`config.mk`:
```
export PLATFORM = sky130hd
export DESIGN_NAME = mbox_irq_top
export DESIGN_NICKNAME = d
export VERILOG_FILES = /design/src/rtl/mbox_pkg.sv /design/src/rtl/mbox_regs.sv /design/src/rtl/prio_sel.sv /design/src/rtl/irq_ctrl.sv /design/src/rtl/mbox_irq_top.sv
export SDC_FILE = /design/constraint.sdc
export NUM_CORES = 1
export LEC_CHECK = 0
export BUFFER_PORTS_ARGS = -buffer_cell sky130_fd_sc_hd__clkbuf_2
export CORE_AREA = 2 2 111 113
export DETAILED_ROUTE_END_ITERATION = 6
export DIE_AREA = 0 0 113 115
export PLACE_DENSITY = 0.8
export SLEW_MARGIN = 25
export SYNTH_ARGS = -nofsm -noshare
export SYNTH_HDL_FRONTEND = slang
export SYNTH_SLANG_ARGS = --single-unit
```
`constraint.sdc`:
```
create_clock -name clk -period 3.18 [get_ports clk]
set_input_delay 0.954 -clock clk [delete_from_list [all_inputs] [get_ports clk]]
set_output_delay 0.954 -clock clk [all_outputs]
set_load 0.01 [all_outputs]
```
`src/rtl/mbox_pkg.sv`:
```
package mbox_pkg;

    localparam int NSRC = 3;

    typedef enum logic [2:0] {
        ORD_012 = 3'd0,
        ORD_021 = 3'd1,
        ORD_102 = 3'd2,
        ORD_120 = 3'd3,
        ORD_201 = 3'd4,
        ORD_210 = 3'd5,
        ORD_RSV6 = 3'd6,
        ORD_RSV7 = 3'd7
    } prio_code_e;

    typedef struct packed {
        logic [NSRC-1:0] pend;
        logic [NSRC-1:0] mask;
        logic            xirq;
        logic            gen;
        prio_code_e      code;
    } ictl_t;

endpackage

```
`src/rtl/mbox_regs.sv`:
```
module mbox_regs #(
    parameter int NW = 4,
    parameter int BW = 8,
    localparam int WW = 2 * BW,
    localparam int WI = $clog2(NW),
    localparam int BA = WI + 2
) (
    input  logic          clk,
    input  logic          rst_n,
    input  logic [BA-1:0] hb_addr,
    input  logic          hb_wr,
    input  logic [BW-1:0] hb_wdata,
    output logic [BW-1:0] hb_rdata,
    input  logic [WI-1:0] ws_idx,
    input  logic          ws_wr,
    input  logic [WW-1:0] ws_wdata,
    output logic [WW-1:0] ws_rword
);

    typedef struct packed {
        logic [NW-1:0][WW-1:0] outw;
        logic [NW-1:0][WW-1:0] inw;
    } mb_t;

    mb_t st_d, st_q;
    logic [WI-1:0] hb_widx;
    logic          hb_upper;
    logic [WW-1:0] hb_word;

    assign hb_widx  = hb_addr[BA-2:1];
    assign hb_upper = hb_addr[BA-1];

    always_comb begin
        st_d = st_q;
        if (hb_wr && !hb_upper) begin
            if (hb_addr[0]) begin
                st_d.outw[hb_widx][BW-1:0] = hb_wdata;
            end else begin
                st_d.outw[hb_widx][WW-1:BW] = hb_wdata;
            end
        end
        if (ws_wr) begin
            st_d.inw[ws_idx] = ws_wdata;
        end
        hb_word  = hb_upper ? st_q.inw[hb_widx] : st_q.outw[hb_widx];
        hb_rdata = hb_addr[0] ? hb_word[BW-1:0] : hb_word[WW-1:BW];
        ws_rword = st_q.outw[ws_idx];
    end

    always_ff @(posedge clk or negedge rst_n) begin
        if (!rst_n) begin
            st_q <= '0;
        end else begin
            st_q <= st_d;
        end
    end

    // the 8-bit side cannot alter the incoming words
    a_r5_in_readonly: assert property (@(posedge clk) disable iff (!rst_n)
        (hb_wr && hb_upper && !ws_wr) |=> $stable(st_q.inw));

    // a 16-bit write lands in the addressed incoming word
    a_r4_word_load: assert property (@(posedge clk) disable iff (!rst_n)
        ws_wr |=> (st_q.inw[$past(ws_idx)] == $past(ws_wdata)));

    // the 16-bit side never alters the outgoing words
    a_r2_out_owned: assert property (@(posedge clk) disable iff (!rst_n)
        !hb_wr |=> $stable(st_q.outw));

endmodule

```
`src/rtl/prio_sel.sv`:
```
module prio_sel
    import mbox_pkg::*;
(
    input  logic [NSRC-1:0] req,
    input  prio_code_e      code,
    output logic [NSRC-1:0] grant
);

    logic [NSRC-1:0][1:0] rank_src;

    always_comb begin
        case (code)
            ORD_021: rank_src = {2'd1, 2'd2, 2'd0};
            ORD_102: rank_src = {2'd2, 2'd0, 2'd1};
            ORD_120: rank_src = {2'd0, 2'd2, 2'd1};
            ORD_201: rank_src = {2'd1, 2'd0, 2'd2};
            ORD_210: rank_src = {2'd0, 2'd1, 2'd2};
            default: rank_src = {2'd2, 2'd1, 2'd0};
        endcase
    end

    logic [NSRC:0] taken;
    assign taken[0] = 1'b0;

    logic [NSRC-1:0][NSRC-1:0] rank_grant;

    for (genvar r = 0; r < NSRC; r++) begin : g_rank
        logic hit;
        assign hit           = req[rank_src[r]] && !taken[r];
        assign taken[r+1]    = taken[r] || hit;
        assign rank_grant[r] = hit ? (NSRC'(1) << rank_src[r]) : '0;
    end

    always_comb begin
        grant = '0;
        for (int r = 0; r < NSRC; r++) begin
            grant = grant | rank_grant[r];
        end
    end

endmodule

```
`src/rtl/irq_ctrl.sv`:
```
module irq_ctrl
    import mbox_pkg::*;
#(
    parameter int CW = 16
) (
    input  logic            clk,
    input  logic            rst_n,
    input  logic            ctl_wr,
    input  logic [CW-1:0]   ctl_wdata,
    input  logic [NSRC-1:0] src,
    output logic [CW-1:0]   ctl_rdata,
    output logic [NSRC-1:0] sp_int,
    output logic            cp_irq
);

    ictl_t           st_d, st_q;
    logic [NSRC-1:0] clr;
    logic [NSRC-1:0] req;

    always_comb begin
        st_d = st_q;
        clr  = ctl_wr ? ctl_wdata[4:2] : '0;
        st_d.pend = (st_q.pend & ~clr) | src;
        if (ctl_wr) begin
            st_d.mask = ctl_wdata[12:10];
            st_d.xirq = ctl_wdata[9];
            st_d.gen  = ctl_wdata[8];
            st_d.code = prio_code_e'(ctl_wdata[7:5]);
        end
        ctl_rdata = {st_q.pend, st_q.mask, st_q.xirq, st_q.gen, st_q.code, 5'b0};
        req       = st_q.gen ? (st_q.pend & ~st_q.mask) : '0;
    end

    always_ff @(posedge clk or negedge rst_n) begin
        if (!rst_n) begin
            st_q <= '0;
        end else begin
            st_q <= st_d;
        end
    end

    prio_sel u_prio (
        .req  (req),
        .code (st_q.code),
        .grant(sp_int)
    );

    assign cp_irq = st_q.xirq;

    // at most one interrupt presented
    a_r11_single: assert property (@(posedge clk) disable iff (!rst_n)
        $onehot0(sp_int));

    // nothing presented without the global enable
    a_r9_gate: assert property (@(posedge clk) disable iff (!rst_n)
        (sp_int != '0) |-> st_q.gen);

    // a masked source is never presented
    a_r8_mask: assert property (@(posedge clk) disable iff (!rst_n)
        (sp_int & st_q.mask) == '0);

    // reserved codes rank INT0 first
    a_r10_reserved: assert property (@(posedge clk) disable iff (!rst_n)
        (st_q.gen && st_q.code[2:1] == 2'b11 && st_q.pend[0] && !st_q.mask[0])
            |-> sp_int[0]);

    for (genvar i = 0; i < NSRC; i++) begin : g_src_chk
        // a source event always sets its flag
        a_r6_set: assert property (@(posedge clk) disable iff (!rst_n)
            src[i] |=> st_q.pend[i]);
        // a clear bit drops the flag unless the source is high
        a_r7_clear: assert property (@(posedge clk) disable iff (!rst_n)
            (ctl_wr && ctl_wdata[2+i] && !src[i]) |=> !st_q.pend[i]);
    end

endmodule

```
`src/rtl/mbox_irq_top.sv`:
```
module mbox_irq_top #(
    parameter int NW = 4,
    parameter int BW = 8,
    localparam int WW = 2 * BW,
    localparam int WI = $clog2(NW),
    localparam int BA = WI + 2,
    localparam int WA = WI + 1
) (
    input  logic          clk,
    input  logic          rst_n,
    input  logic [BA-1:0] hb_addr,
    input  logic          hb_wr,
    input  logic [BW-1:0] hb_wdata,
    output logic [BW-1:0] hb_rdata,
    input  logic [WA-1:0] ws_addr,
    input  logic          ws_wr,
    input  logic [WW-1:0] ws_wdata,
    output logic [WW-1:0] ws_rdata,
    input  logic [2:0]    irq_src,
    output logic [2:0]    sp_int,
    output logic          cp_irq
);

    localparam logic [WA-1:0] CTL_ADDR = WA'(NW);

    logic          is_mbox;
    logic          is_ctl;
    logic [WW-1:0] mb_rword;
    logic [WW-1:0] ctl_rword;

    assign is_mbox = !ws_addr[WA-1];
    assign is_ctl  = (ws_addr == CTL_ADDR);

    mbox_regs #(.NW(NW), .BW(BW)) u_regs (
        .clk     (clk),
        .rst_n   (rst_n),
        .hb_addr (hb_addr),
        .hb_wr   (hb_wr),
        .hb_wdata(hb_wdata),
        .hb_rdata(hb_rdata),
        .ws_idx  (ws_addr[WI-1:0]),
        .ws_wr   (ws_wr && is_mbox),
        .ws_wdata(ws_wdata),
        .ws_rword(mb_rword)
    );

    irq_ctrl #(.CW(WW)) u_irq (
        .clk      (clk),
        .rst_n    (rst_n),
        .ctl_wr   (ws_wr && is_ctl),
        .ctl_wdata(ws_wdata),
        .src      (irq_src),
        .ctl_rdata(ctl_rword),
        .sp_int   (sp_int),
        .cp_irq   (cp_irq)
    );

    always_comb begin
        if (is_mbox) begin
            ws_rdata = mb_rword;
        end else if (is_ctl) begin
            ws_rdata = ctl_rword;
        end else begin
            ws_rdata = '0;
        end
    end

    // the cross interrupt follows control bit 9
    a_r12_cross: assert property (@(posedge clk) disable iff (!rst_n)
        (ws_wr && is_ctl) |=> (cp_irq == $past(ws_wdata[9])));

endmodule

```
==> summary.md, run 1 <==
| Metric | Value |
|---|---|
| I/O Buffers | `65` |
| Crit-path cells | `clkbuf_16 -> buf_12 -> buf_8 -> mux4_2 -> a22oi_2 -> nand2_1 -> clkbuf_2` |
| Reg2reg setup slack | `2.29 ns` |
| Final Wtd Congestion | `0.863` |
| Worst min path class | `input port to async pin` |
| Die width | `113 um` |
| Crit path kind | `input port to primary output` |
| Placed cells | `695` |
| CTS tree | `done` |
| Slowest-stage cell, CP | `mux4_2` |
| Clock sink count | `139` |
| Clk Latency, worst-skew pair | `0.42 ns` |
| Sequential cell area fraction in the yosys report | `0.498` |
| Vias in the first global route | `5231` |
| First-pass GRT wire length | `29.6 mm` |
| WP data arrival | `2.24 ns` |
| Initial antenna violation count | `0` |
| Layout cells sized above 1 | `0.571` |
| Initial Utilization | `0.591` |
| Setup WS post-layout | `-0.0127 ns` |
| Post-DP HPWL | `12.6 mm` |
| Synthesized area | `0.00698 sq mm` |
| Design Area, Final | `0.00850 sq mm` |
| Unrepaired setup endpoints after global routing | `yes` |
| Final hold slack | `0.479 ns` |
| I/O pins | `66` |
| Reg2reg end | `u_irq.ctl_rdata[6]` |
| DR vias/cell | `6.49` |
| Number of distinct library cells after synthesis | `37` |
| Syn Nets | `515` |
| Post-synth top flop | `dfrtp_1` |
| Register bit total from synthesis | `139` |
| Critical path endpoint category | `primary output` |
| FMAX | `313 MHz` |
| 1st-iter DRT viols | `435` |
| CTS HTree Levels | `4` |
| Max-cap violations | `0` |
| CP top delay family | `buffers and inverters` |
| Final-report max-slew violation count | `0` |
| Pre-CTS setup slack | `-0.190 ns` |
| DR vias | `4761` |
| Final hold violation count | `0` |
| Critical Path RT | `2.23 ns` |
| Post-CTS Hold Fix Bufs | `0` |
| Outcome | `complete, but fails checks` |
| WP buf/inv | `4` |
| R2R depth | `1` |
| Clock Path Buffers | `2` |
| Critical path launch point type | `input port` |
| Final setup vio count | `4` |
| PwrDens | `675 mW/mm^2` |
| Syn Area/Cell | `14.6 sq um` |
| Net Sw Frac | `0.265` |
| Layout area overhead | `21.8%` |
| Worst-Margin Slew | `0.772 ns` |
| Worst slew margin | `0.485` |
| Ys async rst share | `1.00` |
| Clock share of power | `0.361` |
| Die height | `115 um` |
| Largest net degree at the start of global routing | `51` |
| Placed inst area | `0.00772 sq mm` |
| Fin cells | `734` |
| Clock transition at the registers of the reported paths | `0.05 ns` |
| Violated checks | `design-rule violations, negative setup slack` |
| Num CTS Buffers | `17` |
| Switching power | `1520 uW` |
| # rows | `40` |
| GRT Total Usage | `0.313` |
| Routed len/inst | `26.1 um` |
| Aggregate routed wire length | `19.1 mm` |
| Global route overflow | `0` |
| Number of remaining DRC errors | `8` |
| Sequential power share | `0.428` |
| CORE AREA | `0.0118 sq mm` |
| Synth warn | `0` |
| Cells after Synth | `477` |
| Fin nets | `612` |
| Worst VDD drop | `0.000511 V` |
| Clock root cell | `clkbuf_16` |
| DIE AREA | `0.0130 sq mm` |
| Final period util | `1.00` |
| Post-synth EDFFs | `0` |
| FF-to-FF Start | `u_irq.ctl_rdata[6]` |
| Crit path max fanout | `6` |
| Final ANT Viol Nets | `0` |
| Internal power | `4220 uW` |
| Lkg Pwr | `0.00375 uW` |
| Max incr delay on CP | `0.51 ns` |
| Comb pwr share | `0.211` |
| Antenna diode count | `0` |
| TritonRoute pass-1 iters | `7` |
| Clock skew | `0 ns` |
| Final core occ | `0.720` |
| Final worst path period need | `3.19 ns` |
==> sequential cells by signal (all words and copies together) (netlist names) <==
register and count:
u_regs.st_q 128, u_irq.cp_irq 1, u_irq.ctl_rdata 10
==> cell usage after synthesis (2+ instances only) <==
master / count / share of area
nor3b_4: 2 / 0.0054
mux2i_1: 10 / 0.014
a22oi_1: 13 / 0.014
a21o_1: 4 / 0.0043
nor2_1: 3 / 0.0016
nand3_1: 11 / 0.0079
nor3b_1: 2 / 0.0022
nor4bb_1: 2 / 0.0029
a21oi_1: 2 / 0.0014
mux4_2: 43 / 0.14
nand3b_1: 5 / 0.0054
buf_2: 15 / 0.011
nand2b_1: 5 / 0.0045
buf_4: 6 / 0.0065
nand2_1: 23 / 0.012
o21ai_0: 14 / 0.010
inv_1: 12 / 0.0065
dfrtp_1: 139 / 0.50
clkbuf_1: 5 / 0.0027
mux2_2: 135 / 0.22
nor2b_1: 8 / 0.0072
and3b_1: 2 / 0.0025
and2_1: 2 / 0.0018
==> metal layers <==
layer  GRT usage  routed length, um  vias to the layer above
li1            -                  -                     1993
met1       0.397               7650                     2510
met2       0.524               9750                      209
met3      0.0754               1160                       49
met4       0.127                586                        0
met5           0                  0                        -
==> power by group through the flow <==
stage               logic, uW  clock network, uW  registers (uW)
CTS                      1190               2070            2440
global route             1300               2160            2490
global placement         1120                  0            2430
detailed placement       1160                  0            2460
floorplan                 845                  0            2350
finish                   1210               2070            2450
==> repair_timing <==
action                                  in CTS  in global routing
endpoints found under the setup margin       8                  9
gates resized for setup                     13                 12
pin swaps                                    3                  3
buffers inserted                             5                  2
==> through the flow <==
| stage | total power (uW) | setup TNS (ns) |
|---|---|---|
| 2_1_floorplan | 3190 | 0 |
| 3_3_place_gp | 3550 | -0.558 |
| 3_5_place_dp | 3630 | -1.00 |
| 4_1_cts | 5700 | -0.0365 |
| 5_1_grt | 5950 | -0.319 |
| 6_report | 5740 | -0.0339 |
==> placed cells by master, fill, tap and decap left out, drive strengths merged <==
master	count
clkinv	4
nor2b	8
a221oi	1
nand2b	5
nand3b	6
nand4b	1
dfrtp	139
nor2	4
o21ai	14
a31oi	1
nand3	11
nor3	1
mux2i	10
o22ai	1
and3b	2
nor4b	1
nand2	24
buf	43
a2bb2oi	1
and2b	1
a21o	4
nor4bb	2
mux4	43
and2	2
nor3b	4
mux2	135
bufinv	3
clkbuf	88
a21boi	1
inv	12
a22oi	13
a21oi	2
==> worst max-delay path by stage <==
stage | slack, ns | to | depth (start not counted) | start
2_1_floorplan | 0.16 | hb_rdata[0] | 5 | hb_addr[2]
3_3_place_gp | -0.12 | hb_rdata[1] | 5 | hb_addr[1]
3_5_place_dp | -0.19 | hb_rdata[1] | 5 | hb_addr[1]
4_1_cts | -0.02 | hb_rdata[4] | 7 | hb_addr[2]
5_1_grt | -0.07 | hb_rdata[4] | 7 | hb_addr[2]
6_report | -0.01 | hb_rdata[2] | 7 | hb_addr[2]
==> layout make-up <==
cell class / instances / area [sq um]
Tap cell: 147 / 184
Clock inverter: 7 / 110
Multi-Input combinational cell: 298 / 3390
Inverter: 12 / 45.0
Clock buffer: 25 / 505
Fill cell: 767 / 3310
Sequential cell: 139 / 3480
Timing Repair Buffer: 106 / 792
==> kinds of logic (layout without fill, tap and decap cells) <==
family                 after synthesis  after routing  synth area share
muxes                              188            188             0.371
DFF                                139            139             0.498
and+or+nand+nor                     72             72            0.0672
buffers and inverters               40            150            0.0285
AOI/OAI and AO/OA                   38             38            0.0351
Power figures use the tool's default switching activity.
==> run 2: changes to the inputs <==
--- a/config.mk
+++ b/config.mk
@@ -6,11 +6,14 @@
 export NUM_CORES = 1
 export LEC_CHECK = 0
 export BUFFER_PORTS_ARGS = -buffer_cell sky130_fd_sc_hd__clkbuf_2
-export CORE_AREA = 2 2 111 113
+export CELL_PAD_IN_SITES_DETAIL_PLACEMENT = 1
+export CELL_PAD_IN_SITES_GLOBAL_PLACEMENT = 2
+export CORE_AREA = 2 2 133 135
 export DETAILED_ROUTE_END_ITERATION = 6
-export DIE_AREA = 0 0 113 115
-export PLACE_DENSITY = 0.8
+export DIE_AREA = 0 0 135 137
+export PLACE_DENSITY_LB_ADDON = 0.1
 export SLEW_MARGIN = 25
 export SYNTH_ARGS = -nofsm -noshare
 export SYNTH_HDL_FRONTEND = slang
+export SYNTH_HIERARCHICAL = 1
 export SYNTH_SLANG_ARGS = --single-unit
==> run 2 against run 1 <==
Net effect: the run ends with negative setup slack left; combinational power grew 8%; critical path depth unchanged; wire length is essentially flat; core utilization decreased by 21 points; sequential cell count unchanged; non-clock buffer count shrank 5; register-to-register slack about the same; hold slack got worse by 0.053 ns; sequential power hardly changed; clock skew unchanged; critical path type unchanged; largest power group unchanged; highest routed layer unchanged.
==> summary.md, run 2 <==
| Metric | Value |
|---|---|
| Outcome | `complete, but fails checks` |
| Violated checks | `negative setup slack` |
| FF/Latch Area | `0.00348 sq mm` |
| CORE AREA | `0.0171 sq mm` |
| Multi-input gate area | `0.00348 sq mm` |
| Syn Area/Cell | `14.9 sq um` |
| Vias in the first global route | `5128` |
| DR vias | `4555` |
| Final Wtd Congestion | `0.757` |
| Lkg Pwr | `0.00377 uW` |
| FMAX | `305 MHz` |
| Final setup vio count | `6` |
| Largest net degree at the start of global routing | `85` |
| Worst VDD drop | `0.000406 V` |
| Die height | `137 um` |
| DIE AREA | `0.0185 sq mm` |
| I/O Buffers | `65` |
| Initial antenna violation count | `1` |
| Crit-path cells | `clkbuf_16 -> buf_12 -> buf_4 -> mux4_2 -> a22oi_2 -> nand2_1 -> clkbuf_2` |
| Crit path kind | `input port to primary output` |
| Synth cell count leaders | `dfrtp_1, mux2_2, mux4_2` |
| Num CTS Buffers | `17` |
| Critical Path RT | `2.23 ns` |
| Slowest-stage cell, CP | `mux4_2` |
| WP data arrival | `2.32 ns` |
| Reg with most FFs | `u_regs/st_q` |
| Sequential cell area fraction in the yosys report | `0.484` |
| Post-synth EDFFs | `0` |
| Ranking of synthesized cells by area | `dfrtp_1, mux2_2, mux4_2, nand2_1, a22oi_1` |
| Clock sink count | `139` |
| Synthesized area | `0.00718 sq mm` |
| Clk Latency, worst-skew pair | `0.41 ns` |
| Die width | `135 um` |
| Aggregate routed wire length | `19.1 mm` |
| Final period util | `1.03` |
| First-pass GRT wire length | `30.2 mm` |
| Final hold slack | `0.426 ns` |
| Area share of the largest cell type after synthesis | `0.484` |
| Final-report max-slew violation count | `0` |
| Final ANT Viol Nets | `0` |
| Ys async rst share | `1.00` |
| I/O pins | `66` |
| Setup WS post-layout | `-0.0987 ns` |
| GRT Total Usage | `0.222` |
| Layout area overhead | `20.7%` |
| Fin nets | `609` |
| Number of distinct library cells after synthesis | `42` |
| 1st-iter DRT viols | `204` |
| Register bit total from synthesis | `139` |
| Routed len/inst | `23.6 um` |
| Worst slew margin | `0.557` |
| CP top delay family | `multiplexers` |
| Max-cap violations | `0` |
| Post-synth top flop | `dfrtp_1` |
| Clock transition at the registers of the reported paths | `0.06 ns` |
| Final hold violation count | `0` |
| Number of remaining DRC errors | `0` |
| Worst min path class | `input port to async pin` |
| DR vias/cell | `5.62` |
| Max reg flops | `128` |
| Layout cells sized above 1 | `0.608` |
| CTS HTree Levels | `4` |
| Synth warn | `6` |
| Post-DP HPWL | `13.4 mm` |
| Leading area contributor after synthesis | `dfrtp_1` |
| # fillers | `1719` |
| Worst-Margin Slew | `0.662 ns` |
| Critical path launch point type | `input port` |
| # rows | `48` |
| Global route overflow | `0` |
| Overall power | `5750 uW` |
| PwrDens | `663 mW/mm^2` |
| Final worst path period need | `3.28 ns` |
| Most common cell after layout, fill and taps aside | `dfrtp_1` |
| Most frequent cells in the layout | `dfrtp_1, mux2_2, clkbuf_2, mux4_2, nand2_1` |
| TritonRoute pass-1 iters | `4` |
| Cells after Synth | `481` |
| Initial Utilization | `0.421` |
| Count leader, synth | `dfrtp_1` |
| Max incr delay on CP | `0.53 ns` |
| Clock skew | `0 ns` |
| WP buf/inv | `4` |
| CTS tree | `done` |
| Crit path max fanout | `8` |
| Clock root cell | `clkbuf_16` |
| Critical path endpoint category | `primary output` |
| Unrepaired setup endpoints after global routing | `yes` |
| Clock Path Buffers | `2` |
-- run 2: final timing paths --
path                                    start                  to  slack, ns  cells after the start
max in group asynchronous               rst_n     u_regs/st_q[24]       1.99                      2
setup reg to reg           u_irq/ctl_rdata[5]  u_irq/ctl_rdata[5]       2.30                      1
hold reg to reg               u_regs/st_q[48]     u_regs/st_q[48]       0.50                      1
min in group clk              u_regs/st_q[48]     u_regs/st_q[48]       0.50                      1
hold / removal                          rst_n     u_regs/st_q[84]       0.43                      1
setup / recovery                   hb_addr[1]         hb_rdata[1]       -0.1                      7
-- run 2: final cells by class --
| type | count | area share |
|---|---|---|
| antenna | 1 | 0.000289 |
| multi-input combinational | 295 | 0.402 |
| sequential | 139 | 0.401 |
| clock inverter | 12 | 0.0162 |
| timing repair buffer | 101 | 0.0870 |
| tap | 225 | 0.0325 |
| inverter | 17 | 0.00736 |
| clock buffer | 20 | 0.0538 |
-- run 2: logic make-up (layout without fill, tap and decap cells) --
family                 after synthesis  after routing  synth area share
buffers and inverters               51            150            0.0430
DFF                                139            139             0.484
and+or+nand+nor                     63             63            0.0526
other                                1              6          0.000522
AOI/OAI and AO/OA                   43             43            0.0502
muxes                              184            184             0.369
-- run 2: metal layers --
metal / vias to the layer above / track usage / wire (um)
li1: 1984 / - / -
met2: 92 / 0.364 / 9480
met5: - / 0 / 0
met4: 0 / 0.0671 / 260
met3: 20 / 0.0415 / 695
met1: 2459 / 0.304 / 8700
-- run 2: repair_timing --
item                                    in CTS  in global routing
gates cloned                                 2                  0
endpoints found under the setup margin       8                  8
hold buffers                                 0                  0
setup buffers                                3                  0
gates resized for setup                     24                  5
endpoints found under the hold margin        0                  0
pin swaps                                   11                  3
-- run 2: power breakdown --
group          total, uW  internal (uW)  switching [uW]
sequential          2430           2160             268
combinational       1310            765             548
clock               2000           1220             780
total               5750           4150            1600
-- run 2: stage by stage --
stage	util	instances	worst slack, ns	cell area [sq um]	setup TNS (ns)
floorplan	-	485	0.106	7200	0
global placement	0.462	772	-0.231	7890	-1.41
detailed placement	0.462	772	-0.218	7890	-1.49
CTS	0.507	809	-0.117	8650	-0.387
global route	0.508	809	-0.114	8670	-0.628
finish	0.508	810	-0.0987	8670	-0.300
